### config.mk
export PLATFORM = sky130hd
export DESIGN_NAME = mdio_cmd_engine
export DESIGN_NICKNAME = d
export VERILOG_FILES = /design/src/rtl/mdio_eng_pkg.sv /design/src/rtl/mdio_clk_gen.sv /design/src/rtl/mdio_frame_fsm.sv /design/src/rtl/mdio_cmd_engine.sv
export SDC_FILE = /design/constraint.sdc
export NUM_CORES = 1
export LEC_CHECK = 0
export BUFFER_PORTS_ARGS = -buffer_cell sky130_fd_sc_hd__buf_2
export CAP_MARGIN = 20
export CORE_ASPECT_RATIO = 2
export CORE_MARGIN = 4
export CORE_UTILIZATION = 51
export DETAILED_ROUTE_END_ITERATION = 16
export PLACE_DENSITY = 0.76
export SLEW_MARGIN = 25
export SYNTH_ARGS = -nofsm -noshare
export SYNTH_HDL_FRONTEND = slang
export SYNTH_HIERARCHICAL = 1
export SYNTH_SLANG_ARGS = --single-unit
### constraint.sdc
create_clock -name clk -period 2.5 [get_ports clk]
set_clock_uncertainty 0.1 [all_clocks]
set_input_delay 0.25 -clock clk [delete_from_list [all_inputs] [get_ports clk]]
set_output_delay 0.25 -clock clk [all_outputs]
set_load 0.01 [all_outputs]
### src/rtl/mdio_eng_pkg.sv
package mdio_eng_pkg;
    typedef enum logic [2:0] {
        ST_IDLE,
        ST_PREAMBLE,
        ST_HEADER,
        ST_TURN,
        ST_DATA
    } mdio_state_e;

    localparam int CMD_GO_BIT  = 20;
    localparam int CMD_RD_BIT  = 17;
    localparam int CMD_WR_BIT  = 16;
    localparam int CMD_PHY_LSB = 8;
    localparam int RD_HALF_LSB = 16;

    localparam logic [1:0] SEL_CMD  = 2'd0;
    localparam logic [1:0] SEL_DATA = 2'd1;
    localparam logic [1:0] SEL_STAT = 2'd2;
endpackage

### src/rtl/mdio_clk_gen.sv
module mdio_clk_gen #(
    parameter int DIV_HALF = 4
) (
    input  logic clk,
    input  logic rst_n,
    input  logic run,
    input  logic restart,
    output logic mdc,
    output logic rise_evt,
    output logic fall_evt
);
    localparam int CW = (DIV_HALF > 1) ? $clog2(DIV_HALF) : 1;

    logic [CW-1:0] cnt;
    logic          wrap;

    assign wrap     = (cnt == CW'(DIV_HALF - 1));
    assign rise_evt = run && wrap && !mdc;
    assign fall_evt = run && wrap && mdc;

    always_ff @(posedge clk) begin
        if (!rst_n) begin
            cnt <= '0;
            mdc <= 1'b0;
        end else if (restart || !run) begin
            cnt <= '0;
            mdc <= 1'b0;
        end else if (wrap) begin
            cnt <= '0;
            mdc <= ~mdc;
        end else begin
            cnt <= cnt + 1'b1;
        end
    end


    mdc_idle_low_chk: assert property (@(posedge clk) disable iff (!rst_n)
        !run |=> !mdc);


    mdc_half_period_chk: assert property (@(posedge clk) disable iff (!rst_n)
        (mdc != $past(mdc)) |-> $past(wrap));
endmodule

### src/rtl/mdio_frame_fsm.sv
module mdio_frame_fsm
    import mdio_eng_pkg::*;
#(
    parameter int PRE_BITS = 32,
    parameter int ADDR_W   = 5,
    parameter int DATA_W   = 16
) (
    input  logic              clk,
    input  logic              rst_n,
    input  logic              launch,
    input  logic              is_read,
    input  logic [ADDR_W-1:0] phy_addr,
    input  logic [ADDR_W-1:0] reg_addr,
    input  logic [DATA_W-1:0] wdata,
    input  logic              rise_evt,
    input  logic              fall_evt,
    input  logic              mdio_i,
    output logic              busy,
    output logic              done,
    output logic              mdio_o,
    output logic              mdio_oe,
    output logic [DATA_W-1:0] rdata,
    output logic              no_resp
);
    localparam int HDR_BITS = 4 + 2 * ADDR_W;
    localparam int HDR_END  = PRE_BITS + HDR_BITS;
    localparam int TA_END   = HDR_END + 2;
    localparam int FRAME    = TA_END + DATA_W;
    localparam int IW       = $clog2(FRAME);

    mdio_state_e       state, state_nx;
    logic [IW-1:0]     bit_idx;
    logic [IW-1:0]     pos;
    logic [DATA_W-1:0] wd_q;
    logic [DATA_W-1:0] rd_shift;
    logic              ta_seen;
    logic [FRAME-1:0]  frame_vec;

    assign busy = (state != ST_IDLE);
    assign done = fall_evt && (state == ST_DATA) && (bit_idx == IW'(FRAME - 1));
    assign pos  = IW'(FRAME - 1) - bit_idx;

    assign frame_vec = {{PRE_BITS{1'b1}}, 2'b01,
                        (is_read ? 2'b10 : 2'b01),
                        phy_addr, reg_addr,
                        (is_read ? 2'b00 : 2'b10),
                        (is_read ? {DATA_W{1'b0}} : wd_q)};

    // next-state logic
    always_comb begin
        state_nx = state;
        unique case (state)
            ST_IDLE:     if (launch) state_nx = ST_PREAMBLE;
            ST_PREAMBLE: if (fall_evt && bit_idx == IW'(PRE_BITS - 1)) state_nx = ST_HEADER;
            ST_HEADER:   if (fall_evt && bit_idx == IW'(HDR_END - 1))  state_nx = ST_TURN;
            ST_TURN:     if (fall_evt && bit_idx == IW'(TA_END - 1))   state_nx = ST_DATA;
            ST_DATA:     if (done) state_nx = ST_IDLE;
            default:     state_nx = ST_IDLE;
        endcase
    end

    // state register and bit counter
    always_ff @(posedge clk) begin
        if (!rst_n) begin
            state   <= ST_IDLE;
            bit_idx <= '0;
        end else begin
            state <= state_nx;
            if (launch || done)
                bit_idx <= '0;
            else if (fall_evt)
                bit_idx <= bit_idx + 1'b1;
        end
    end

    // write-data hold and read sampling
    always_ff @(posedge clk) begin
        if (!rst_n) begin
            wd_q     <= '0;
            rd_shift <= '0;
            ta_seen  <= 1'b0;
        end else if (launch) begin
            wd_q     <= wdata;
            rd_shift <= '0;
            ta_seen  <= 1'b0;
        end else if (rise_evt && is_read) begin
            if (state == ST_TURN && bit_idx == IW'(TA_END - 1))
                ta_seen <= mdio_i;
            if (state == ST_DATA)
                rd_shift <= {rd_shift[DATA_W-2:0], mdio_i};
        end
    end

    assign rdata   = rd_shift;
    assign no_resp = ta_seen;

    // output logic
    always_comb begin
        mdio_o  = 1'b0;
        mdio_oe = 1'b0;
        unique case (state)
            ST_IDLE: begin
                mdio_o  = 1'b0;
                mdio_oe = 1'b0;
            end
            ST_PREAMBLE, ST_HEADER: begin
                mdio_o  = frame_vec[pos];
                mdio_oe = 1'b1;
            end
            ST_TURN, ST_DATA: begin
                mdio_o  = is_read ? 1'b0 : frame_vec[pos];
                mdio_oe = !is_read;
            end
            default: begin
                mdio_o  = 1'b0;
                mdio_oe = 1'b0;
            end
        endcase
    end


    drive_on_fall_chk: assert property (@(posedge clk) disable iff (!rst_n)
        (mdio_oe && $past(mdio_oe) && (mdio_o != $past(mdio_o))) |-> $past(fall_evt));


    done_to_idle_chk: assert property (@(posedge clk) disable iff (!rst_n)
        done |=> !busy);


    write_drives_chk: assert property (@(posedge clk) disable iff (!rst_n)
        (busy && !is_read) |-> mdio_oe);
endmodule

### src/rtl/mdio_cmd_engine.sv
module mdio_cmd_engine
    import mdio_eng_pkg::*;
#(
    parameter int DIV_HALF = 4,
    parameter int PRE_BITS = 32,
    parameter int ADDR_W   = 5,
    parameter int DATA_W   = 16
) (
    input  logic        clk,
    input  logic        rst_n,
    input  logic        reg_we,
    input  logic [1:0]  reg_sel,
    input  logic [31:0] reg_wdata,
    output logic [31:0] reg_rdata,
    output logic        mdc,
    output logic        mdio_o,
    output logic        mdio_oe,
    input  logic        mdio_i
);
    logic              busy;
    logic              done;
    logic              launch;
    logic              rise_evt;
    logic              fall_evt;
    logic              rd_q;
    logic              wr_q;
    logic [ADDR_W-1:0] phy_q;
    logic [ADDR_W-1:0] reg_q;
    logic [31:0]       data_q;
    logic              stat_q;
    logic [DATA_W-1:0] rd_word;
    logic              no_resp;

    assign launch = reg_we && (reg_sel == SEL_CMD) && !busy
                    && reg_wdata[CMD_GO_BIT]
                    && (reg_wdata[CMD_RD_BIT] || reg_wdata[CMD_WR_BIT]);

    // command fields
    always_ff @(posedge clk) begin
        if (!rst_n) begin
            rd_q  <= 1'b0;
            wr_q  <= 1'b0;
            phy_q <= '0;
            reg_q <= '0;
        end else if (launch) begin
            rd_q  <= reg_wdata[CMD_RD_BIT];
            wr_q  <= !reg_wdata[CMD_RD_BIT];
            phy_q <= reg_wdata[CMD_PHY_LSB +: ADDR_W];
            reg_q <= reg_wdata[0 +: ADDR_W];
        end
    end

    // data and status registers
    always_ff @(posedge clk) begin
        if (!rst_n) begin
            data_q <= '0;
            stat_q <= 1'b0;
        end else begin
            if (reg_we && reg_sel == SEL_DATA)
                data_q <= reg_wdata;
            if (done && rd_q) begin
                data_q[RD_HALF_LSB +: DATA_W] <= rd_word;
                stat_q <= no_resp;
            end
        end
    end

    always_comb begin
        reg_rdata = '0;
        unique case (reg_sel)
            SEL_CMD: begin
                reg_rdata[CMD_GO_BIT]             = busy;
                reg_rdata[CMD_RD_BIT]             = rd_q;
                reg_rdata[CMD_WR_BIT]             = wr_q;
                reg_rdata[CMD_PHY_LSB +: ADDR_W]  = phy_q;
                reg_rdata[0 +: ADDR_W]            = reg_q;
            end
            SEL_DATA: reg_rdata = data_q;
            SEL_STAT: reg_rdata[0] = stat_q;
            default:  reg_rdata = '0;
        endcase
    end

    mdio_clk_gen #(
        .DIV_HALF (DIV_HALF)
    ) i_clk_gen (
        .clk      (clk),
        .rst_n    (rst_n),
        .run      (busy),
        .restart  (launch),
        .mdc      (mdc),
        .rise_evt (rise_evt),
        .fall_evt (fall_evt)
    );

    mdio_frame_fsm #(
        .PRE_BITS (PRE_BITS),
        .ADDR_W   (ADDR_W),
        .DATA_W   (DATA_W)
    ) i_frame_fsm (
        .clk      (clk),
        .rst_n    (rst_n),
        .launch   (launch),
        .is_read  (rd_q),
        .phy_addr (phy_q),
        .reg_addr (reg_q),
        .wdata    (data_q[DATA_W-1:0]),
        .rise_evt (rise_evt),
        .fall_evt (fall_evt),
        .mdio_i   (mdio_i),
        .busy     (busy),
        .done     (done),
        .mdio_o   (mdio_o),
        .mdio_oe  (mdio_oe),
        .rdata    (rd_word),
        .no_resp  (no_resp)
    );


    busy_needs_cmd_chk: assert property (@(posedge clk) disable iff (!rst_n)
        $rose(busy) |-> $past(reg_we && reg_sel == SEL_CMD));


    fields_hold_chk: assert property (@(posedge clk) disable iff (!rst_n)
        (busy && $past(busy)) |-> ($stable(phy_q) && $stable(reg_q) && $stable(rd_q)));


    status_on_read_end_chk: assert property (@(posedge clk) disable iff (!rst_n)
        (stat_q != $past(stat_q)) |-> $past(done && rd_q));
endmodule

==> results of run 1 <==
[worst max-delay path: cells and delay by family, from the launching register on]
| kind | cells | cell delay (ns) |
|---|---|---|
| AO/OA/AOI/OAI | 1 | 0.27 |
| buffers and inverters | 1 | 0.14 |
| flip-flops | 1 | 0.52 |
| multiplexers | 2 | 0.75 |
| AND/OR/NAND/NOR | 1 | 0.06 |
[state kept, by name, summed over array words and instances, names as in the netlist]
signal and flops:
data_q 32, i_frame_fsm/rdata 16, i_frame_fsm/wd_q 16, i_frame_fsm/bit_idx 6, phy_q 5, reg_q 5
i_frame_fsm/state 3, i_clk_gen/cnt 2, i_clk_gen/mdc 1, i_frame_fsm/no_resp 1, rd_q 1, stat_q 1
wr_q 1
[layout make-up]
type | count | area, um^2
multi-input combinational | 368 | 2247
tap | 96 | 120.1
sequential | 90 | 1807
inverter | 6 | 22.52
timing repair buffer | 85 | 470.5
fill | 704 | 3107
clock inverter | 3 | 23.77
clock buffer | 13 | 260.3
[kinds of logic (layout without fill, tap and decap cells)]
logic type               Yosys count  in the layout  synth area share [%]
flip-flops                        90             90                 42.34
XOR/XNOR                           6              6                 1.235
buffers and inverters             43            107                 4.851
multiplexers                      49             49                 13.23
adder cells (fa/ha/maj)            4              4                 1.176
AND/OR/NAND/NOR                  222            222                 25.11
AO/OA/AOI/OAI                     87             87                 12.06
[path summary, 6_finish.rpt]
check,start,slack (ns),cells past startpoint,end
hold / removal,reg_wdata[13],0.04,3,data_q[13]$_SDFFE_PN0N_
hold reg to reg,i_clk_gen/cnt[0]$_SDFF_PP0_,0.32,1,i_clk_gen/cnt[0]$_SDFF_PP0_
setup / recovery,i_frame_fsm/bit_idx[3]$_SDFFE_PP0P_,0.08,5,mdio_o
setup reg to reg,i_clk_gen/cnt[0]$_SDFF_PP0_,0.26,9,data_q[18]$_SDFFE_PN0P_
[cells in the mapped netlist, types with 2 or more instances]
cell       instances
a21oi_1           36
a31oi_1           16
a41oi_1            2
and2_1            20
and3_2             2
buf_2             15
buf_6              3
clkbuf_1          17
dfxtp_1           90
ha_1               4
inv_1              4
mux2_2             2
mux2i_1           42
mux4_1             2
mux4_2             3
nand2_1          126
nand2b_1           3
nand3_1            4
nand3b_1           2
nand4_1            4
nor2_1            25
nor2b_1           19
nor3_1             4
o2111ai_1          2
o21a_1             2
o21ai_0           17
o22ai_1            3
o311ai_0           2
xnor2_1            4
xor2_1             2
[metal layers]
layer  part of all wire, %  vias up
met5                     0        -
met4                   2.8        0
met3                   4.7       24
met2                    54      134
met1                    38     1794
li1                      -     1823
[timing repair]
action | CTS | global route
buffers inserted | 0 | 0
endpoints found under the setup margin | 1 | 1
resized for setup | 2 | 1
[power by group through the flow]
stage	combinational [mW]	clock [mW]	sequential, mW
finish	0.187	1.27	1.47
global route	0.204	1.36	1.47
CTS	0.187	1.29	1.47
detailed placement	0.187	0	1.50
global placement	0.182	0	1.50
floorplan	0.116	0	1.50
==> summary.txt, run 1 <==
Timing
  • Sum of negative setup slack: 0 ns
  • Fmax: 413.2 MHz
  • RSZ-0062 raised after global routing: no
  • Period utilisation layout: 96.81%
  • Number of slew-limit violations in the final report: 0
  • Final Hold Fails: 0
  • Final setup margin: 0.07985 ns
  • Worst Hold Slack: 0.04466 ns
  • Slew at the pin closest to its max-slew limit: 0.5943 ns
  • Headroom to the max-slew limit: 60.38%
  • Post-layout minimum cycle time: 2.420 ns
  • Final setup violating endpoints: 0

Detailed routing
  • Detail-routed net length per standard cell: 16.35 um
  • DRC errors left: 0
  • Number of detailed-route iterations in the first pass: 5
  • Initial DRC Count: 324
  • Drt via density: 5.711
  • Total number of vias: 3775
  • WL final: 10810 um
  • Post-route ant nets: 0

Power and ir drop
  • Net Switching: 0.6698 mW
  • Worst IR Drop VDD: 340.8 uV
  • Total power: 2.932 mW
  • Clock share of power: 43.4%
  • Switching power as a share of total power: 22.85%
  • P per Cell Area: 592.1 nW/um^2
  • Internal portion of total power: 2.262 mW
  • Sequential power share: 50.2%
  • Relative contribution of combinational cells to total power: 6.4%
  • Leakage: 1.928 nW

GRT
  • Maximum number of pins on one net before global-route repair: 41
  • Wire length of the first global-routing pass: 17390 um
  • Global route total overflow: 0
  • Grt met3 use: 4.529%
  • Global routing usage on met2: 40.14%
  • Met1 capacity usage during global routing: 24.28%
  • Vias in the first global route: 3697
  • Gr usage total: 22.30%
  • Initial antenna violation count: 0
  • Layer carrying the most global-route usage: met2

Final layout
  • Total inserted antenna cells: 0
  • Growth of design area from synthesis to finish: 16.35%
  • Post-layout nets: 602
  • Fin area: 4951 um^2
  • Most common cell after layout, fill and taps aside: nand2_1
  • Non-Filler Instances: 661
  • Most frequent cells in the layout: 126 x nand2_1, 88 x dfxtp_1, 72 x buf_2, 42 x mux2i_1, 36 x a21oi_1
  • Final Util: 61.44%
  • Share of post-route cells with drive strength above 1: 20.71%

Floorplan
  • Die Height: 137.2 um
  • Number of rows created at floorplan: 46
  • Core region area: 8058 um^2
  • IO Pins: 73
  • Die Area: 9958 um^2
  • Starting density of the core: 52.81%
  • DIE WIDTH: 72.59 um

Clocking
  • Clock slew seen by the registers of the worst setup and hold paths: 0.06 ns
  • CTS sink count: 90
  • Number of buffers between clock root and the deepest sink: 2
  • Worst skew pair latency: 0.34 ns
  • Post-CTS Hold Buffers: 0
  • Htree depth: 3
  • Number of buffers created by CTS: 9
  • CTS tree: yes
  • CTS root buffer: clkbuf_16

Yosys
  • Post-synth top area cell: dfxtp_1
  • Count of unique library cells instantiated by Yosys: 54
  • Post-synthesis instance area: 4255 um^2
  • Number of synthesized register bits: 90
  • Synth warnings: 6
  • Synthesized instance count: 501
  • Most instantiated flip-flop cell in the synthesis netlist: dfxtp_1
  • Proportion of register bits with asynchronous set or reset after synthesis: 0%
  • Post-Synthesis Mean Instance Area: 8.494 um^2
  • Proportion of netlist area held by the largest area contributor: 42.34%
  • Post-synth EDFFs: 0
  • Sequential cell area fraction in the yosys report: 42.34%
  • Area contributors post-synth: dfxtp_1 42%, nand2_1 11%, mux2i_1 9.9%, a21oi_1 4.2%, and2_1 2.9%
  • Synth Net Count: 543

Critical path
  • Max stage delay on crit path: 0.61 ns
  • Kind of end point of the critical path: output port
  • Master of the slowest instance on the critical path: mux4_1
  • Crit-path cells: mux4_1, mux2i_1, nor3_1, o2111a_1, buf_2
  • CP Launch Type: flip-flop
  • Setup Crit Path Kind: reg2out
  • WP data arrival: 2.07 ns
  • Data required time at the worst endpoint: 2.15 ns
  • Largest driver fanout on the critical path: 6

Placement
  • Placed cells: 645
  • Total half-perimeter wirelength after legalization and detailed placement: 7792 um
  • Final weighted congestion in routability-driven placement: 0.8938
  • Instance area after placement: 4662 um^2
  • Post-Place Setup Slack: 0.2464 ns
  • IO Port Bufs: 72

Status
  • Status: completed

Worst hold path
  • Type of the most critical hold path: in2reg

Job
  • Max_cap viols: 0
Note: power is estimated with default switching activity, not from simulation.
==> run 2: changes to the inputs <==
--- a/config.mk
+++ b/config.mk
@@ -5,9 +5,10 @@
 export SDC_FILE = /design/constraint.sdc
 export NUM_CORES = 1
 export LEC_CHECK = 0
+export ABC_AREA = 1
 export BUFFER_PORTS_ARGS = -buffer_cell sky130_fd_sc_hd__buf_2
 export CAP_MARGIN = 20
-export CORE_ASPECT_RATIO = 2
+export CORE_ASPECT_RATIO = 1.2
 export CORE_MARGIN = 4
 export CORE_UTILIZATION = 51
 export DETAILED_ROUTE_END_ITERATION = 16
==> run 2 against run 1 <==
Compared with the run above:
- combinational power rose to 2.9 times the previous value
- fmax up 2.8%
- power is 2.0% higher
- sequential share of layout area decreased by 1.1 points
- core utilization fell by 2.3 points
- sequential cell count unchanged
- final cell count increased by 29%
- global-route usage rose by 0.59 points
- setup slack better by 0.065 ns
- first-iteration DRC count decreased by 38%
- critical path depth increased by 5
- critical path type unchanged
- critical endpoint unchanged
- highest routed layer is now met5
==> summary.txt, run 2 <==
Detailed routing
  • Post-route ant nets: 0 (unchanged)
  • Initial DRC Count: 201 (was 324)
  • Number of detailed-route iterations in the first pass: 4 (was 5)
  • WL final: 11380 um (was 10810 um)
  • Total number of vias: 4314 (was 3775)
  • Drt via density: 5.069 (was 5.711)
  • Detail-routed net length per standard cell: 13.37 um (was 16.35 um)
  • DRC errors left: 0 (unchanged)

Critical path
  • Kind of end point of the critical path: output port (unchanged)
  • Max stage delay on crit path: 0.37 ns (was 0.61 ns)
  • Buffer and inverter count on the worst path: 3 (was 1)
  • WP data arrival: 2.01 ns (was 2.07 ns)
  • Data required time at the worst endpoint: 2.15 ns (about the same)
  • Total number of cells along the worst setup path: 10 (was 5)
  • Cells on worst reg2reg path: 14 (was 9)
  • Crit-path cells: buf_4, inv_2, ha_1, nand2_1, o211ai_1, nand3_1, nand3_1, nand2_1, a21oi_1, buf_2 (was mux4_1, mux2i_1, nor3_1, o2111a_1, buf_2)
  • Family with the most delay on the worst path: buffers and inverters (was multiplexers)
  • Setup Crit Path Kind: reg2out (unchanged)
  • Reg2reg end: data_q[25]$_SDFFE_PN0P_ (was data_q[18]$_SDFFE_PN0P_)
  • CP Launch Type: flip-flop (unchanged)
  • Master of the slowest instance on the critical path: dfxtp_2 (was mux4_1)
  • Flop-to-flop setup slack: 0.32 ns (was 0.26 ns)
  • Largest driver fanout on the critical path: 14 (was 6)
  • Worst r2r src: i_frame_fsm/state[2]$_SDFFE_PN0P_ (was i_clk_gen/cnt[0]$_SDFF_PP0_)

Timing
  • RSZ-0062 raised after global routing: no (unchanged)
  • Headroom to the max-slew limit: 64.77% (was 60.38%)
  • Slew at the pin closest to its max-slew limit: 0.5278 ns (was 0.5943 ns)
  • Final Hold Fails: 0 (unchanged)
  • Sum of negative setup slack: 0 ns (unchanged)
  • Final setup violating endpoints: 0 (unchanged)
  • Number of slew-limit violations in the final report: 0 (unchanged)
  • Worst Hold Slack: 0.05134 ns (was 0.04466 ns)
  • Period utilisation layout: 94.21% (was 96.81%)
  • Fmax: 424.6 MHz (was 413.2 MHz)
  • Post-layout minimum cycle time: 2.355 ns (was 2.420 ns)

GRT
  • Wire length of the first global-routing pass: 19350 um (was 17390 um)
  • Initial antenna violation count: 1 (was 0)
  • Maximum number of pins on one net before global-route repair: 50 (was 41)
  • Vias in the first global route: 4253 (was 3697)
  • Gr usage total: 22.89% (was 22.30%)
  • Global route total overflow: 0 (unchanged)

Final layout
  • Growth of design area from synthesis to finish: 13.15% (was 16.35%)
  • Top reg by flops: data_q (unchanged)
  • Most frequent cells in the layout: 131 x nor2_1, 108 x nand2_1, 89 x dfxtp_1, 83 x inv_1, 72 x buf_2 (was 126 x nand2_1, 88 x dfxtp_1, 72 x buf_2, 42 x mux2i_1, 36 x a21oi_1)
  • Most common cell after layout, fill and taps aside: nor2_1 (was nand2_1)
  • Post-layout nets: 772 (was 602)
  • Non-Filler Instances: 851 (was 661)
  • Final Util: 59.14% (was 61.44%)
  • Total inserted antenna cells: 0 (unchanged)
  • Number of flip-flops in the largest register: 32 (unchanged)
  • Share of post-route cells with drive strength above 1: 18.94% (was 20.71%)
  • Layout fillers: 835 (was 704)

Floorplan
  • DIE WIDTH: 93.76 um (was 72.59 um)
  • Starting density of the core: 52.27% (was 52.81%)
  • Core region area: 8611 um^2 (was 8058 um^2)
  • Die Height: 110.9 um (was 137.2 um)
  • Number of rows created at floorplan: 37 (was 46)
  • Die Area: 10400 um^2 (was 9958 um^2)
  • IO Pins: 73 (unchanged)

Yosys
  • Synth warnings: 6 (unchanged)
  • Number of synthesized register bits: 90 (unchanged)
  • Synth Net Count: 710 (was 543)
  • Post-Synthesis Mean Instance Area: 6.737 um^2 (was 8.494 um^2)
  • Most instantiated flip-flop cell in the synthesis netlist: dfxtp_1 (unchanged)
  • Post-synthesis instance area: 4501 um^2 (was 4255 um^2)
  • Leading cell type by number of instances after synthesis: nor2_1 (was nand2_1)
  • Synthesized instance count: 668 (was 501)
  • Proportion of netlist area held by the largest area contributor: 40.03% (was 42.34%)
  • Most frequent cells after synthesis: 131 x nor2_1, 108 x nand2_1, 90 x dfxtp_1 (was 126 x nand2_1, 90 x dfxtp_1, 42 x mux2i_1)
  • Count of unique library cells instantiated by Yosys: 36 (was 54)
  • Area contributors post-synth: dfxtp_1 40%, nor2_1 11%, nand2_1 9.0%, inv_1 6.9%, a21oi_1 6.4% (was dfxtp_1 42%, nand2_1 11%, mux2i_1 9.9%, a21oi_1 4.2%, and2_1 2.9%)
  • Post-synth EDFFs: 0 (unchanged)
  • Sequential cell area fraction in the yosys report: 40.03% (was 42.34%)
  • Proportion of register bits with asynchronous set or reset after synthesis: 0% (unchanged)
  • Post-synth top area cell: dfxtp_1 (unchanged)

Power and ir drop
  • Leakage: 2.217 nW (was 1.928 nW)
  • Clock share of power: 30.3% (was 43.4%)
  • Switching power as a share of total power: 30.01% (was 22.85%)
  • Internal portion of total power: 2.092 mW (was 2.262 mW)
  • Sequential power share: 51.3% (was 50.2%)
  • P per Cell Area: 587.0 nW/um^2 (was 592.1 nW/um^2)
  • Worst IR Drop VDD: 355.8 uV (was 340.8 uV)
  • Relative contribution of combinational cells to total power: 18.4% (was 6.4%)
  • Total power: 2.989 mW (was 2.932 mW)
  • Net Switching: 0.8971 mW (was 0.6698 mW)

Clocking
  • CTS tree: yes (unchanged)
  • CTS sink count: 90 (unchanged)
  • CTS root buffer: clkbuf_8 (was clkbuf_16)
  • Clock slew seen by the registers of the worst setup and hold paths: 0.09 ns (was 0.06 ns)
  • Number of buffers between clock root and the deepest sink: 2 (unchanged)
  • Post-CTS Hold Buffers: 0 (unchanged)
  • Htree depth: 3 (unchanged)
  • Number of buffers created by CTS: 9 (unchanged)
  • Worst skew pair latency: 0.36 ns (was 0.34 ns)

Worst hold path
  • Worst Min Path Start: mdio_i (was reg_wdata[13])
  • End point of the worst hold path: i_frame_fsm/no_resp$_SDFFE_PP0P_ (was data_q[13]$_SDFFE_PN0N_)
  • Type of the most critical hold path: in2reg (unchanged)
  • Hold Path Depth: 3 (unchanged)

Placement
  • Placed cells: 836 (was 645)
  • IO Port Bufs: 72 (unchanged)
  • Total half-perimeter wirelength after legalization and detailed placement: 8291 um (was 7792 um)
  • Final weighted congestion in routability-driven placement: 0.8381 (was 0.8938)

Status
  • Status: completed (unchanged)

Job
  • Max_cap viols: 0 (unchanged)
run 2: stage by stage:
step / setup WS, ns / cell area, um^2
after floorplan: 0.2352 / 4501
after global routing: 0.03597 / 5092
after global placement: 0.3471 / 4916
final: 0.1446 / 5092
after detailed placement: 0.2572 / 4916
after CTS: 0.08341 / 5086
run 2: worst reg2reg max path: stages, from the launching register on:
cell and delay [ns]:
dfxtp_1 0.40, inv_2 0.08, nand2_1 0.09, inv_1 0.06
nor3_2 0.16, nand2_2 0.11, inv_2 0.10, nand2_4 0.08
nor3_2 0.19, nand2_1 0.08, buf_4 0.27, nand2_1 0.13
nor2_1 0.05, nor2_1 0.10, a21oi_1 0.07
run 2: final cells by class:
class / instances / area (um^2) / share of cell area (%)
multi-input combinational: 448 / 2146 / 42.14
clock buffer: 11 / 141.4 / 2.776
clock inverter: 4 / 28.78 / 0.5651
sequential: 90 / 1803 / 35.41
inverter: 95 / 361.6 / 7.101
tap: 117 / 146.4 / 2.875
timing repair buffer: 86 / 465.4 / 9.140
run 2: what timing repair did:
action | CTS | global route
setup buffers | 0 | 0
gates resized for setup | 0 | 2
endpoints found under the setup margin | 0 | 8
run 2: power by group through the flow:
stage	Combinational (mW)	Sequential [mW]	Clock [mW]
after CTS	0.552	1.53	0.921
after global placement	0.536	1.56	0
after floorplan	0.386	1.56	0
after global routing	0.624	1.54	0.984
final	0.551	1.53	0.904
after detailed placement	0.550	1.57	0
run 2: logic make-up after synthesis:
family	share of synthesized area, %
mux	0.2224
fa+ha+maj	1.112
compound gates	15.40
simple gates	30.25
xor+xnor	0.5839
buf+inv	12.40
flops	40.03
run 2: worst max-delay path by stage:
stage	start	end
2_1_floorplan	i_frame_fsm/state[2]$_SDFFE_PN0P_	data_q[21]$_SDFFE_PN0P_
3_3_place_gp	i_frame_fsm/state[2]$_SDFFE_PN0P_	data_q[25]$_SDFFE_PN0P_
3_5_place_dp	i_frame_fsm/state[2]$_SDFFE_PN0P_	data_q[25]$_SDFFE_PN0P_
4_1_cts	i_frame_fsm/bit_idx[0]$_SDFFE_PP0P_	mdio_o
5_1_grt	i_frame_fsm/bit_idx[0]$_SDFFE_PP0P_	mdio_o
6_report	i_frame_fsm/bit_idx[0]$_SDFFE_PP0P_	mdio_o
run 2: metal layers:
metal	GRT usage, %	part of all wire (%)	vias up
li1	-	-	2219
met1	27.52	42	1955
met2	38.80	50	118
met3	5.635	5.7	20
met4	8.767	2.1	2
met5	0	0.11	-
